[src/rtl/bitsearch_pkg.sv]
package bitsearch_pkg;
    localparam int DATA_W      = 64;
    localparam int MIN_W       = 16;
    localparam int SIZE_CODE_W = 2;
    localparam int CNT_W       = $clog2(DATA_W);
    localparam int RES_W       = CNT_W + 1;

    localparam logic [1:0] FDEF_COUNT = 2'b11;
    localparam logic [1:0] FDEF_SCAN  = 2'b10;

    typedef struct packed {
        logic             valid;
        logic [RES_W-1:0] result;
        logic             carry;
        logic             zero;
        logic [1:0]       fdef;
        logic             nowrite;
    } stage_t;
endpackage

[src/rtl/bs_lead_count.sv]
// Leading-zero counter built as a balanced tree in heap order.
// Node k has its high half at 2k+1 and its low half at 2k+2.
// W must be a power of two.
module bs_lead_count #(
    parameter int W = 64,
    parameter int L = $clog2(W)
) (
    input  logic [W-1:0] vec,
    output logic [L:0]   count
);
    localparam int NODES = 2 * W - 1;

    logic [NODES-1:0] hit;
    logic [L-1:0]     pos [NODES];

    // Leaves: the leftmost leaf holds the most significant bit.
    for (genvar j = 0; j < W; j++) begin : g_leaf
        assign hit[W-1+j] = vec[W-1-j];
        assign pos[W-1+j] = '0;
    end

    for (genvar d = 0; d < L; d++) begin : g_depth
        localparam logic [L-1:0] HALF = L'(W >> (d + 1));
        for (genvar j = 0; j < (1 << d); j++) begin : g_node
            localparam int K = (1 << d) - 1 + j;
            assign hit[K] = hit[2*K+1] | hit[2*K+2];
            assign pos[K] = hit[2*K+1] ? pos[2*K+1] : (pos[2*K+2] + HALF);
        end
    end

    assign count = hit[0] ? {1'b0, pos[0]} : (L+1)'(W);
endmodule

[src/rtl/bs_operand_prep.sv]
// Zero-extends the operand to the selected width.
// It also builds the variant with every bit above that width forced high.
module bs_operand_prep #(
    parameter int W      = 64,
    parameter int MIN_W  = 16,
    parameter int CODE_W = 2,
    parameter int L      = $clog2(W)
) (
    input  logic [W-1:0]      operand,
    input  logic [CODE_W-1:0] size_code,
    output logic [W-1:0]      ext_op,
    output logic [W-1:0]      filled_op,
    output logic [L:0]        width_val
);
    logic [W-1:0] keep;
    int           wv;

    always_comb begin
        wv = MIN_W << size_code;
        if (wv > W) begin
            wv = W;
        end
        for (int i = 0; i < W; i++) begin
            keep[i] = (i < wv);
        end
        width_val = (L+1)'(wv);
        ext_op    = operand & keep;
        filled_op = ext_op | ~keep;
    end
endmodule

[src/rtl/bitsearch_unit.sv]
module bitsearch_unit
    import bitsearch_pkg::*;
(
    input  logic                   clk,
    input  logic                   rst,
    input  logic                   in_valid,
    input  logic [DATA_W-1:0]      operand,
    input  logic [SIZE_CODE_W-1:0] size_code,
    input  logic                   reverse,
    input  logic                   rep_prefix,
    input  logic                   lead_en,
    input  logic                   trail_en,
    output logic                   out_valid,
    output logic [RES_W-1:0]       result,
    output logic                   carry_flag,
    output logic                   zero_flag,
    output logic [1:0]             flag_def,
    output logic                   no_write
);
    logic [DATA_W-1:0] ext_op;
    logic [DATA_W-1:0] filled_op;
    logic [DATA_W-1:0] filled_rev;
    logic [RES_W-1:0]  width_val;
    logic [RES_W-1:0]  lead_cnt;
    logic [RES_W-1:0]  trail_cnt;

    stage_t st_d, st_q;

    bs_operand_prep #(
        .W      (DATA_W),
        .MIN_W  (MIN_W),
        .CODE_W (SIZE_CODE_W),
        .L      (CNT_W)
    ) u_prep (
        .operand   (operand),
        .size_code (size_code),
        .ext_op    (ext_op),
        .filled_op (filled_op),
        .width_val (width_val)
    );

    bs_lead_count #(.W(DATA_W), .L(CNT_W)) u_lead (
        .vec   (ext_op),
        .count (lead_cnt)
    );

    // A trailing count is a leading count of the bit-reversed vector.
    for (genvar i = 0; i < DATA_W; i++) begin : g_rev
        assign filled_rev[i] = filled_op[DATA_W-1-i];
    end

    bs_lead_count #(.W(DATA_W), .L(CNT_W)) u_trail (
        .vec   (filled_rev),
        .count (trail_cnt)
    );

    logic             count_mode;
    logic             src_zero;
    logic [RES_W-1:0] lead_adj;
    logic [RES_W-1:0] msb_index;
    logic [RES_W-1:0] res_sel;

    always_comb begin
        count_mode = rep_prefix & (reverse ? lead_en : trail_en);
        src_zero   = ~|ext_op;
        lead_adj   = lead_cnt - (RES_W'(DATA_W) - width_val);
        msb_index  = {1'b0, ~lead_cnt[CNT_W-1:0]};

        if (count_mode) begin
            res_sel = reverse ? lead_adj : trail_cnt;
        end else if (src_zero) begin
            res_sel = '0;
        end else begin
            res_sel = reverse ? msb_index : trail_cnt;
        end

        st_d       = st_q;
        st_d.valid = in_valid;
        if (in_valid) begin
            st_d.result = res_sel;
            if (count_mode) begin
                st_d.carry   = src_zero;
                st_d.zero    = ~|res_sel;
                st_d.fdef    = FDEF_COUNT;
                st_d.nowrite = 1'b0;
            end else begin
                st_d.carry   = 1'b0;
                st_d.zero    = src_zero;
                st_d.fdef    = FDEF_SCAN;
                st_d.nowrite = src_zero;
            end
        end
    end

    always_ff @(posedge clk) begin
        if (rst) begin
            st_q <= '0;
        end else begin
            st_q <= st_d;
        end
    end

    assign out_valid  = st_q.valid;
    assign result     = st_q.result;
    assign carry_flag = st_q.carry;
    assign zero_flag  = st_q.zero;
    assign flag_def   = st_q.fdef;
    assign no_write   = st_q.nowrite;
endmodule

[config.mk]
export PLATFORM = sky130hd
export DESIGN_NAME = bitsearch_unit
export DESIGN_NICKNAME = d
export VERILOG_FILES = /design/src/rtl/bitsearch_pkg.sv /design/src/rtl/bs_lead_count.sv /design/src/rtl/bs_operand_prep.sv /design/src/rtl/bitsearch_unit.sv
export SDC_FILE = /design/constraint.sdc
export NUM_CORES = 1
export LEC_CHECK = 0
export ABC_AREA = 1
export BUFFER_PORTS_ARGS = -buffer_cell sky130_fd_sc_hd__buf_4
export CORE_ASPECT_RATIO = 0.7
export CORE_MARGIN = 1
export CORE_UTILIZATION = 45
export DETAILED_ROUTE_END_ITERATION = 10
export GPL_TIMING_DRIVEN = 0
export PLACE_DENSITY = 0.73
export SYNTH_ARGS = -nofsm -noshare
export SYNTH_HDL_FRONTEND = slang
export SYNTH_SLANG_ARGS = --single-unit
[constraint.sdc]
create_clock -name clk -period 3 [get_ports clk]
set_input_delay 0.3 -clock clk [delete_from_list [all_inputs] [get_ports clk]]
set_output_delay 0.3 -clock clk [all_outputs]
set_load 0.05 [all_outputs]
Word level (Yosys, flattened, before mapping)
Index checks and enable logic that the tools add are counted.
{ "op_classes": {"addsub": 64, "eq_ne": 0, "bitwise_logic": 131, "muxes": 135, "n_reduce_logical": 4, "shifts": 1, "div_mod_pow": 0, "n_mul": 0, "n_lt_le_gt_ge": 65} }
{ "op_table": {"columns": ["operator", "n"], "rows": [
  ["< comparator 7 x 32 -> 1 bit (first input constant)", 32],
  ["< comparator 6 x 32 -> 1 bit (first input constant)", 16],
  ["2-to-1 mux 6 bit", 62],
  ["< comparator 5 x 32 -> 1 bit (first input constant)", 8],
  ["< comparator 4 x 32 -> 1 bit (first input constant)", 4],
  ["OR 1 bit", 126],
  ["adder 1 x 2 -> 3 bit (second input constant)", 32],
  ["adder 6 x 3 -> 6 bit (second input constant)", 16],
  ["2-to-1 mux 1 bit", 65],
  ["bitwise AND 64 bit", 1],
  ["< comparator 3 x 32 -> 1 bit (first input constant)", 2],
  ["NOT 64 bit", 1],
  ["OR 64 bit", 1],
  ["OR reduction 64 bit", 1],
  ["adder 6 x 4 -> 6 bit (second input constant)", 8],
  ["2-to-1 mux 7 bit", 6],
  ["greater-than comparator 32 x 8 -> 1 bit (second input constant)", 1],
  ["< comparator 1 x 32 -> 1 bit (first input constant)", 1],
  ["< comparator 2 x 32 -> 1 bit (first input constant)", 1],
  ["2-to-1 mux 32 bit", 1],
  ["left shift 5 x 2 -> 32 bit (first input constant)", 1],
  ["adder 6 x 5 -> 6 bit (second input constant)", 4],
  ["adder 6 bit (second input constant)", 2],
  ["OR reduction 7 bit", 1],
  ["other kinds (6)", 7]
]} }
{ "word_totals": {"mem_bits_rw": 0, "in_bits": 73, "memories": 0, "elab_cells": 406, "latchBits": 0, "output_inout_bits": 13, "romBits": 0, "register_bits": 13} }

Logic depth before layout (Yosys ltp)
Gate-level depths: netlist of the first run.
{ "logic_depth": {"word_depth": 24, "mapped_depth": 23, "mapped_depth_nobuf": 22} }

Cells and area by module
From an unflattened synthesis of the first run, not the netlist that was laid out.
{ "unflattened": {"cells_unflattened": 793, "area_unflattened_um2": 3841.2} }
{ "modules_own_cells": {"columns": ["mod", "area_each_um2", "instances", "seq_area_each_um2", "cells_per_inst"], "rows": [
  ["bs_lead_count", 830.8, 2, 0.0, 178],
  ["bitsearch_unit", 1261.2, 1, 260.2, 209],
  ["bs_operand_prep", 918.4, 1, 0.0, 228]
]} }

Least setup slack after synthesis of the first run
OpenSTA, ideal clock, no wires.
{ "synth_path": {"path_type": "in2reg", "from": "input port size_code[1]", "to": "register st_q, in the netlist zero_flag", "setup_slack_ns": 0.323, "cell_stages": 21, "path_buffers": 2, "setup_ns": 0.070, "arrival_ns": 2.608, "required_time_ns": 2.930, "cell_sequence": "buf_6 -> buf_6 -> nand2_2 -> nand2_1 -> nor2_2 -> nand2_2 -> nor2_4 -> nand2_4 -> nor2_4 -> ha_1 -> ha_1 -> xor2_1 -> xor2_1 -> nand3_1 -> nand3_1 -> nand3_1 -> nor2_1 -> nand2_1 -> nor2_1 -> nand3_1 -> a21oi_1"} }
{ "synth_via": {"elab_chain_cells": 24, "elab_cells_between_ends": 398, "classes_between": "64 x add/sub; 65 x order compare; 1 x shift; 134 x mux; 130 x bitwise; 4 x reduce/logical"} }
{ "synth_lines": {"columns": ["item", "line", "source"], "rows": [
  ["start: declaration", "bitsearch_unit.sv:8", "input logic [SIZE_CODE_W-1:0] size_code,"],
  ["left shift 5 x 2 -> 32 bit *", "bs_operand_prep.sv:19", "wv = MIN_W << size_code;"],
  ["greater-than comparator 32 x 8 -> 1 bit", "bs_operand_prep.sv:20", "if (wv > W) begin"],
  ["2-to-1 mux 32 bit *", "bs_operand_prep.sv:20", null],
  ["branches (longest 20 deep; another with < comparator 2 x 32 -> 1 bit)", null, null],
  ["2-to-1 mux 5 bit *", "bitsearch_unit.sv:81", "if (count_mode) begin"],
  ["end signal: assignment", "bitsearch_unit.sv:99", "st_q <= st_d;"],
  ["end: declaration", "bitsearch_unit.sv:27", "stage_t st_d, st_q;"]
]} }
Mark *: on every way between the ends.
A chain may end at the register's enable or synchronous reset.

Final worst setup path of the first run
{ "layout_path": {"from": "input port operand[8]", "to": "register st_q, in the netlist zero_flag"} }
{ "layout_via": {"elab_chain_cells": 17, "elab_cells_between_ends": 39, "classes_between": "4 x add/sub; 16 x mux; 15 x bitwise; 4 x reduce/logical"} }
{ "layout_lines": {"columns": ["item", "line", "source"], "rows": [
  ["start: declaration", "bitsearch_unit.sv:7", "input logic [DATA_W-1:0] operand,"],
  ["bitwise AND 64 bit *", "bs_operand_prep.sv:27", "ext_op = operand & keep;"],
  ["branches (longest 15 deep; another with subtractor 7 bit)", null, null],
  ["2-to-1 mux 5 bit *", "bitsearch_unit.sv:81", null]
]} }
Marks and branches as above.

==> results.txt, run 1 <==
The synthesis warning total came out at 0. The post-route minimum period is 2.87 ns. The number of hold buffers added after CTS was 0.

The detailed router finished its first iteration with 311 violations. The initial antenna violation count is 0. The post-synthesis cell area came out at 2480 µm². The setup clock skew after layout came out at 0 ns.

In this run, distinct cell masters in the synthesized netlist total 32. The via density per instance is 5.18. The area inside the core boundary came out at 5290 µm². The tool flagged a number of max-cap violations equal to 0.

The setup slack after placement came out at -0.188 ns. In this run the core area contains 22 standard-cell rows. The area of the die is 5820 µm². In this run the worst setup path begins at operand[8]. The number of input and output port buffers inserted is 83.

The final critical-path share of the clock period is 0.958. The fraction of the yosys area taken by sequential cells came out at 0.105. Synthesis produced 494 cells. The cell leakage power is 1.81 nW. CTS built an H-tree with a depth of 1. The placer congestion estimate is 1.01.

The via count of the first global-routing pass came to 2944. The path class of the tightest hold or removal check is in -> reg. The endpoint required time on the critical path came out at 3.19 ns. The first global-routing pass estimated 13.2 mm of wire. The repair_antennas step left the layout with diodes totalling 0. The synthesized netlist net count came out at 570. The number of vias in the routed layout is 3430. Measured along the y axis, the die boundary spans 64.1 µm.

The mean instance size in the synthesized netlist came out at 5.02 µm². The clock tree from TritonCTS is done. The layout cell share with drive strength beyond 1 came out at 0.251. The half-perimeter wire length of the detailed placement result came out at 6.81 mm. The power per cell area is 221 nW/µm². The count of unresolved DRC violations after routing came out at 0. For this run the aggregate overflow at the end of global routing stands at 0.

The number of slew-limit violations in the final report was 0. The post-detailed-route count of antenna-violating nets is 0. The number of failing setup endpoints in the final timing report is 0. The register bit count reported by yosys came out at 13. The pin count of the biggest net entering global routing came out at 11.

The final worst slack is 0.126 ns. In this run the worst path has a maximum fanout of 3. The number of optimization iterations in the first detailed-route pass is 5. In the final routed layout, each cell accounts on average for 12.5 µm. The final core utilization is 0.638. The global router's overall resource usage came out at 0.276. The effective utilization at floorplan is 0.469. The worst pin sits at a relative slew slack of 0.748. The flow ran to the end, and the final reports show no timing, DRC or antenna violations. Static timing analysis puts the maximum clock frequency at 0.348 GHz. The transition time at the pin with the least slew margin is 0.374 ns. Compared with the post-synthesis result, the final layout area differs by 35.9%. The worst setup path is of the in -> reg kind. STA classifies the critical path endpoint as a register. 86 I/O pins were placed. The maximum clock path buffer count came out at 2.

The total wire length came out at 8.26 mm. The number of nets in the finished design came out at 667. The number of hold violations in the final report came out at 0. The clock-pin slew on the worst setup and hold paths is 0.06 ns. The horizontal extent of the die is 90.7 µm. The clock latency at the later pin of the worst-skew pair is 0.25 ns. The launch point of the worst hold path is rst.

The total number of clock tree sinks is 13. The number of buffers added by the clock tree synthesis step came out at 3. The root cell of the clock tree is sky130_fd_sc_hd__clkbuf_8. The worst supply voltage drop on vdd is 219 µV.

STA classifies the critical path startpoint as an input port. In this run the critical register-to-register path is launched from zero_flag. Data on the critical path arrives at its endpoint at 3.07 ns.
[cell type report]
type	count	area, µm²
multi-input cells	406	1970
fillers	539	1910
repair buffers	92	691
flip-flops and latches	13	260
inverters	68	258
well taps	72	90.1
plain buffers	7	52.6
clock buffers	3	41.3
clock inverters	1	5.00
[cell families (layout without fill, tap and decap cells)]
| group | Yosys count | after routing | synth area share |
|---|---|---|---|
| XOR/XNOR | 2 | 2 | 0.00706 |
| flip-flops | 13 | 13 | 0.105 |
| adder cells (fa/ha/maj) | 3 | 3 | 0.0151 |
| buffers and inverters | 75 | 171 | 0.124 |
| AND/OR/NAND/NOR | 304 | 304 | 0.531 |
| AO/OA/AOI/OAI | 97 | 97 | 0.218 |
[worst max-delay path, stage by stage]
cell	delay, ns
sky130_fd_sc_hd__buf_4	0.11
sky130_fd_sc_hd__nor2_1	0.15
sky130_fd_sc_hd__nand3_1	0.19
sky130_fd_sc_hd__nor2_2	0.22
sky130_fd_sc_hd__nand2_1	0.17
sky130_fd_sc_hd__nor2_4	0.15
sky130_fd_sc_hd__nor2_4	0.06
sky130_fd_sc_hd__ha_1	0.27
sky130_fd_sc_hd__ha_1	0.21
sky130_fd_sc_hd__xor2_1	0.18
sky130_fd_sc_hd__xor2_1	0.24
sky130_fd_sc_hd__nand3_1	0.15
sky130_fd_sc_hd__nand3_2	0.10
sky130_fd_sc_hd__nand3_1	0.07
sky130_fd_sc_hd__nor2_1	0.12
sky130_fd_sc_hd__nand2_1	0.07
sky130_fd_sc_hd__nor2_1	0.10
sky130_fd_sc_hd__nand3_1	0.09
sky130_fd_sc_hd__a21oi_1	0.12
[synthesized netlist by cell type (all sizes together)]
cell type	count	area (µm²)
o21bai	2	15.0
o21ai	39	195
nand3b	1	7.51
dfxtp	13	260
a21boi	1	7.51
xor2	2	17.5
o211ai	12	90.1
a22oi	1	7.51
o21a	1	7.51
nand3	30	150
ha	3	37.5
buf	6	48.8
clkbuf	1	3.75
inv	68	255
a21oi	35	175
nor3	4	25.0
o221ai	1	8.76
or2	1	6.26
nor2	93	428
a31oi	3	18.8
nand2	171	674
nand4	4	25.0
a211oi	2	15.0
[stage by stage]
step	std cells	hold WS (ns)	setup TNS (ns)	power, mW	instance area [µm²]
3_3_place_gp	649	0.453	-0.193	0.556	3190
3_5_place_dp	649	0.459	-0.188	0.559	3190
6_report	662	0.265	0	0.744	3370
5_1_grt	662	0.275	-0.0283	0.791	3370
4_1_cts	653	0.269	0	0.723	3240
2_1_floorplan	494	0.369	0	0.408	2480
[state kept, by name, summed over array words and instances, names as in the netlist]
name	cells
carry_flag	1
out_valid	1
flag_def	2
no_write	1
zero_flag	1
result	7
[where the power goes]
part / switching [mW] / internal (mW)
registers: 0.00458 / 0.182
clock network: 0.0779 / 0.0922
logic: 0.232 / 0.155
[layout by cell type, fill, tap and decap left out, types with 9 or more instances in the layout]
| cell | count |
|---|---|
| sky130_fd_sc_hd__buf_4 | 92 |
| sky130_fd_sc_hd__nand2_1 | 156 |
| sky130_fd_sc_hd__nor2_2 | 13 |
| sky130_fd_sc_hd__nand2_2 | 14 |
| sky130_fd_sc_hd__o21ai_0 | 37 |
| sky130_fd_sc_hd__nor2_4 | 9 |
| sky130_fd_sc_hd__o211ai_1 | 12 |
| sky130_fd_sc_hd__dfxtp_1 | 13 |
| sky130_fd_sc_hd__a21oi_1 | 35 |
| sky130_fd_sc_hd__nand3_1 | 28 |
| sky130_fd_sc_hd__nor2_1 | 70 |
| sky130_fd_sc_hd__inv_1 | 65 |
[timing repair]
| action | in CTS | in global routing |
|---|---|---|
| resized for setup | 0 | 19 |
| buffers inserted | 0 | 9 |
| endpoints found under the setup margin | 0 | 1 |
[layer usage]
metal | track usage | routed length (µm) | vias to the layer above | part of all wire
met3 | 0.0262 | 747 | 8 | 0.090
li1 | - | - | 1777 | -
met2 | 0.387 | 3170 | 162 | 0.38
met1 | 0.452 | 4280 | 1483 | 0.52
met5 | 0 | 0 | - | 0
met4 | 0.0302 | 65 | 0 | 0.0079
[path summary, 6_finish.rpt]
check | slack, ns | end | depth (start not counted)
setup / recovery | 0.13 | zero_flag | 19
hold / removal | 0.27 | zero_flag | 2
setup reg to reg | 2.33 | zero_flag | 2
hold reg to reg | 0.47 | flag_def[1] | 2
No activity file was read; power rests on OpenSTA's default activity.
==> run 2: changes to the inputs <==
--- a/config.mk
+++ b/config.mk
@@ -12,7 +12,7 @@
 export CORE_UTILIZATION = 45
 export DETAILED_ROUTE_END_ITERATION = 10
 export GPL_TIMING_DRIVEN = 0
-export PLACE_DENSITY = 0.73
+export PLACE_DENSITY = 0.76
 export SYNTH_ARGS = -nofsm -noshare
 export SYNTH_HDL_FRONTEND = slang
 export SYNTH_SLANG_ARGS = --single-unit
==> constraint.sdc (replaced) <==
create_clock -name clk -period 2.6 [get_ports clk]
set_input_delay 0.26 -clock clk [delete_from_list [all_inputs] [get_ports clk]]
set_output_delay 0.26 -clock clk [all_outputs]
set_load 0.05 [all_outputs]
==> results.txt, run 2 (synthesis gave the netlist of run 1 again) <==
The flow ran to the end, and the final reports show no timing, DRC or antenna violations. The initial antenna violation count came out at 0. The number of optimization iterations in the first detailed-route pass is 5. The count of maximum capacitance violations is 0. The via density per instance came out at 5.32. For this run the aggregate overflow at the end of global routing stands at 0. The category of the most critical setup path is in -> reg. The total wire length came out at 8.37 mm. The largest single stage delay on the critical path is 0.22 ns. The worst-path maximum fanout came out at 10. Power spread over the standard cell area amounts to 244 nW/µm². The register-to-register setup slack came out at 1.93 ns.

Routability-driven placement finished with a final weighted congestion of 0.946. The proportion of total power due to net switching came out at 0.412. Across all hold checks on the routed design, the worst slack comes to 0.221 ns.

After detailed routing, the number of remaining DRC violations is 0. The reported net switching power is 359 µW. The count of buffer and inverter cells on the critical path came out at 2. The worst supply voltage drop on vdd is 178 µV.

The share of total power dissipated in sequential elements is 0.248. The pin count of the biggest net entering global routing came out at 11. The number of failing setup endpoints in the final timing report came out at 0. On the critical path, the stage with the largest delay is an instance of sky130_fd_sc_hd__ha_4. In this run the critical register-to-register path is captured at zero_flag. The final worst slack is 0.0108 ns. The count of cells along the worst register-to-register path came out at 2. The final-layout setup total negative slack came out at 0 ns. TritonCTS built the clock tree. The number of instances in the placed design came out at 649. The number of buffers added by the clock tree synthesis step came out at 3. The layout cell share with drive strength beyond 1 came out at 0.300.

The setup clock skew after layout came out at 0 ns. For this run, the total global-route usage over all layers was measured as 0.268. For the pin with the worst max-slew slack, the measured transition is 0.402 ns. The critical path depth in cells is 21. The setup slack after placement is -0.502 ns.

The area inside the core boundary came out at 5290 µm². The final critical-path share of the clock period came out at 0.996. Among the stages of the critical path, the cell type that occurs most often is sky130_fd_sc_hd__nand2_1.

The die height is 64.1 µm. The non-filler instance count after layout is 666. The via count of the first global-routing pass came out at 3007.

Walking the worst path, the cells encountered are buf_12 -> clkbuf_16 -> nand2_1 -> nand2_1 -> nor2_2 -> nand2_2 -> nor2_4 -> nand2_4 -> nor2_4 -> ha_4 -> ha_4 -> xor2_2 -> xor2_1 -> nand3_1 -> nand3_2 -> nand3_2 -> nor2_2 -> nand2_1 -> nor2_1 -> nand3_1 -> a21oi_1. The layout overhead on the synthesized area came out at 44.2%. For this block, the initial DRC count from the detailed router was 346. The worst register-to-register path begins at zero_flag.

The endpoint required time on the critical path is 2.78 ns. Leaving out fill and tap cells, the most frequent cells in the layout are 146 x sky130_fd_sc_hd__nand2_1, 95 x sky130_fd_sc_hd__buf_4, 65 x sky130_fd_sc_hd__inv_1. Setup repair after global routing could not meet its margin everywhere.

The number of slew-limit violations in the final report came out at 0. In this design, the largest share of critical-path delay is due to simple AND/OR/NAND/NOR gates. The final core utilization came out at 0.677. The worst path in the final design needs a cycle of 2.59 ns, including I/O delays and setup. The number of nets in the finished design came out at 671.

CTS saw 13 sinks. The clock latency at the later pin of the worst-skew pair is 0.24 ns. The internal power contribution is 512 µW.

STA classifies the critical path startpoint as an input port. The number of flip-flops under the largest register name is 7. Derived from the worst setup path, the maximum achievable clock frequency is 0.386 GHz. The area of the die came out at 5820 µm². The clock share of power is 0.207. The number of I/O pins is 86.

Power comes to 871 µW. In this run the worst setup path begins at size_code[1]. The routed layout has 3545 vias.

Of the total power, combinational logic draws 0.545. CTS placed an instance of sky130_fd_sc_hd__clkbuf_8 at the clock tree root. Once detailed placement completed, the half-perimeter wirelength came to 6.45 mm. Summing all placed instances gives a cell area of 3210 µm². The horizontal extent of the die is 90.7 µm. The floorplan row count is 22.

The critical path ends at zero_flag. The cell leakage power is 1.86 nW. The relative max-transition margin came out at 0.732. The longest clock path from root to sink contains 2 buffers. The number of antenna diodes in the final layout is 0. In this run, post-CTS hold repair placed 0 buffers. After detailed routing, the average wire length per cell comes to 12.6 µm. The commonest non-fill, non-tap cell in the layout is sky130_fd_sc_hd__nand2_1.

The worst min-delay path class is in -> reg. For the worst setup path, the data arrival time is 2.77 ns. The total number of H-tree levels is 1. For this configuration, the core starts out at a cell density of 0.469. After clock tree synthesis, the clock-pin slew on the worst setup and hold paths is 0.05 ns.

The post-route standard cell area excluding fillers came out at 3580 µm². The number of hold violations in the final report is 0. The count of nets left with antenna violations once routing finished came out at 0. The number of input and output port buffers inserted is 83.

The first global-routing pass estimated 13.0 mm of wire. The kind of capture point of the worst setup path is a register.
[run 2: cell count changes in the layout (fill, tap and decap cells not counted), moves of 2 or more]
| cell | previous run | this run |
|---|---|---|
| sky130_fd_sc_hd__nand2_1 | 156 | 146 |
| sky130_fd_sc_hd__nand3_1 | 28 | 26 |
| sky130_fd_sc_hd__nand3_2 | 2 | 4 |
| sky130_fd_sc_hd__ha_1 | 3 | 0 |
| sky130_fd_sc_hd__nor2_1 | 70 | 59 |
| sky130_fd_sc_hd__nor2_4 | 9 | 12 |
| sky130_fd_sc_hd__nand2_2 | 14 | 20 |
| sky130_fd_sc_hd__nand2_4 | 1 | 5 |
| sky130_fd_sc_hd__buf_12 | 0 | 2 |
| sky130_fd_sc_hd__ha_4 | 0 | 2 |
| sky130_fd_sc_hd__nor2_2 | 13 | 21 |
| sky130_fd_sc_hd__buf_6 | 3 | 1 |
| sky130_fd_sc_hd__buf_4 | 92 | 95 |
[run 2: worst min-delay path by stage]
stage,startpoint,endpoint,slack (ns),cells past startpoint
2_1_floorplan,rst,carry_flag,0.33,1
3_3_place_gp,flag_def[1],flag_def[1],0.45,2
3_5_place_dp,carry_flag,carry_flag,0.46,2
4_1_cts,rst,zero_flag,0.22,2
5_1_grt,rst,zero_flag,0.22,2
6_report,rst,zero_flag,0.22,2
[run 2: layer usage]
layer  GRT usage  wire length (µm)
met5           0                 0
met4      0.0181                59
met3      0.0381               859
met2       0.430              3580
met1       0.394              3870
[run 2: layout make-up]
cell class                      instances  area (µm²)
Fill cell                             520        1710
Buffer                                  7        70.1
Tap cell                               72        90.1
Clock buffer                            4        45.0
Inverter                               68         260
Multi-Input combinational cell        406        2110
Timing Repair Buffer                   96         738
Sequential cell                        13         260
[run 2: worst register-to-register path, stage by stage (launching register included)]
cell and delay (ns):
sky130_fd_sc_hd__dfxtp_1 0.31, sky130_fd_sc_hd__a22oi_1 0.17, sky130_fd_sc_hd__a21oi_1 0.08
[run 2: power by group through the flow]
stage / combinational [mW] / clock [mW] / sequential, mW
CTS: 0.432 / 0.185 / 0.216
global route: 0.519 / 0.195 / 0.218
detailed placement: 0.423 / 0 / 0.220
finish: 0.475 / 0.181 / 0.216
global placement: 0.418 / 0 / 0.220
floorplan: 0.213 / 0 / 0.258
[run 2: timing repair]
item                                    CTS  global route
gates cloned                              0             1
resized for setup                        10            49
endpoints found under the hold margin     0             0
buffers inserted                          7             5
endpoints found under the setup margin    1             1
pin swaps                                12            16
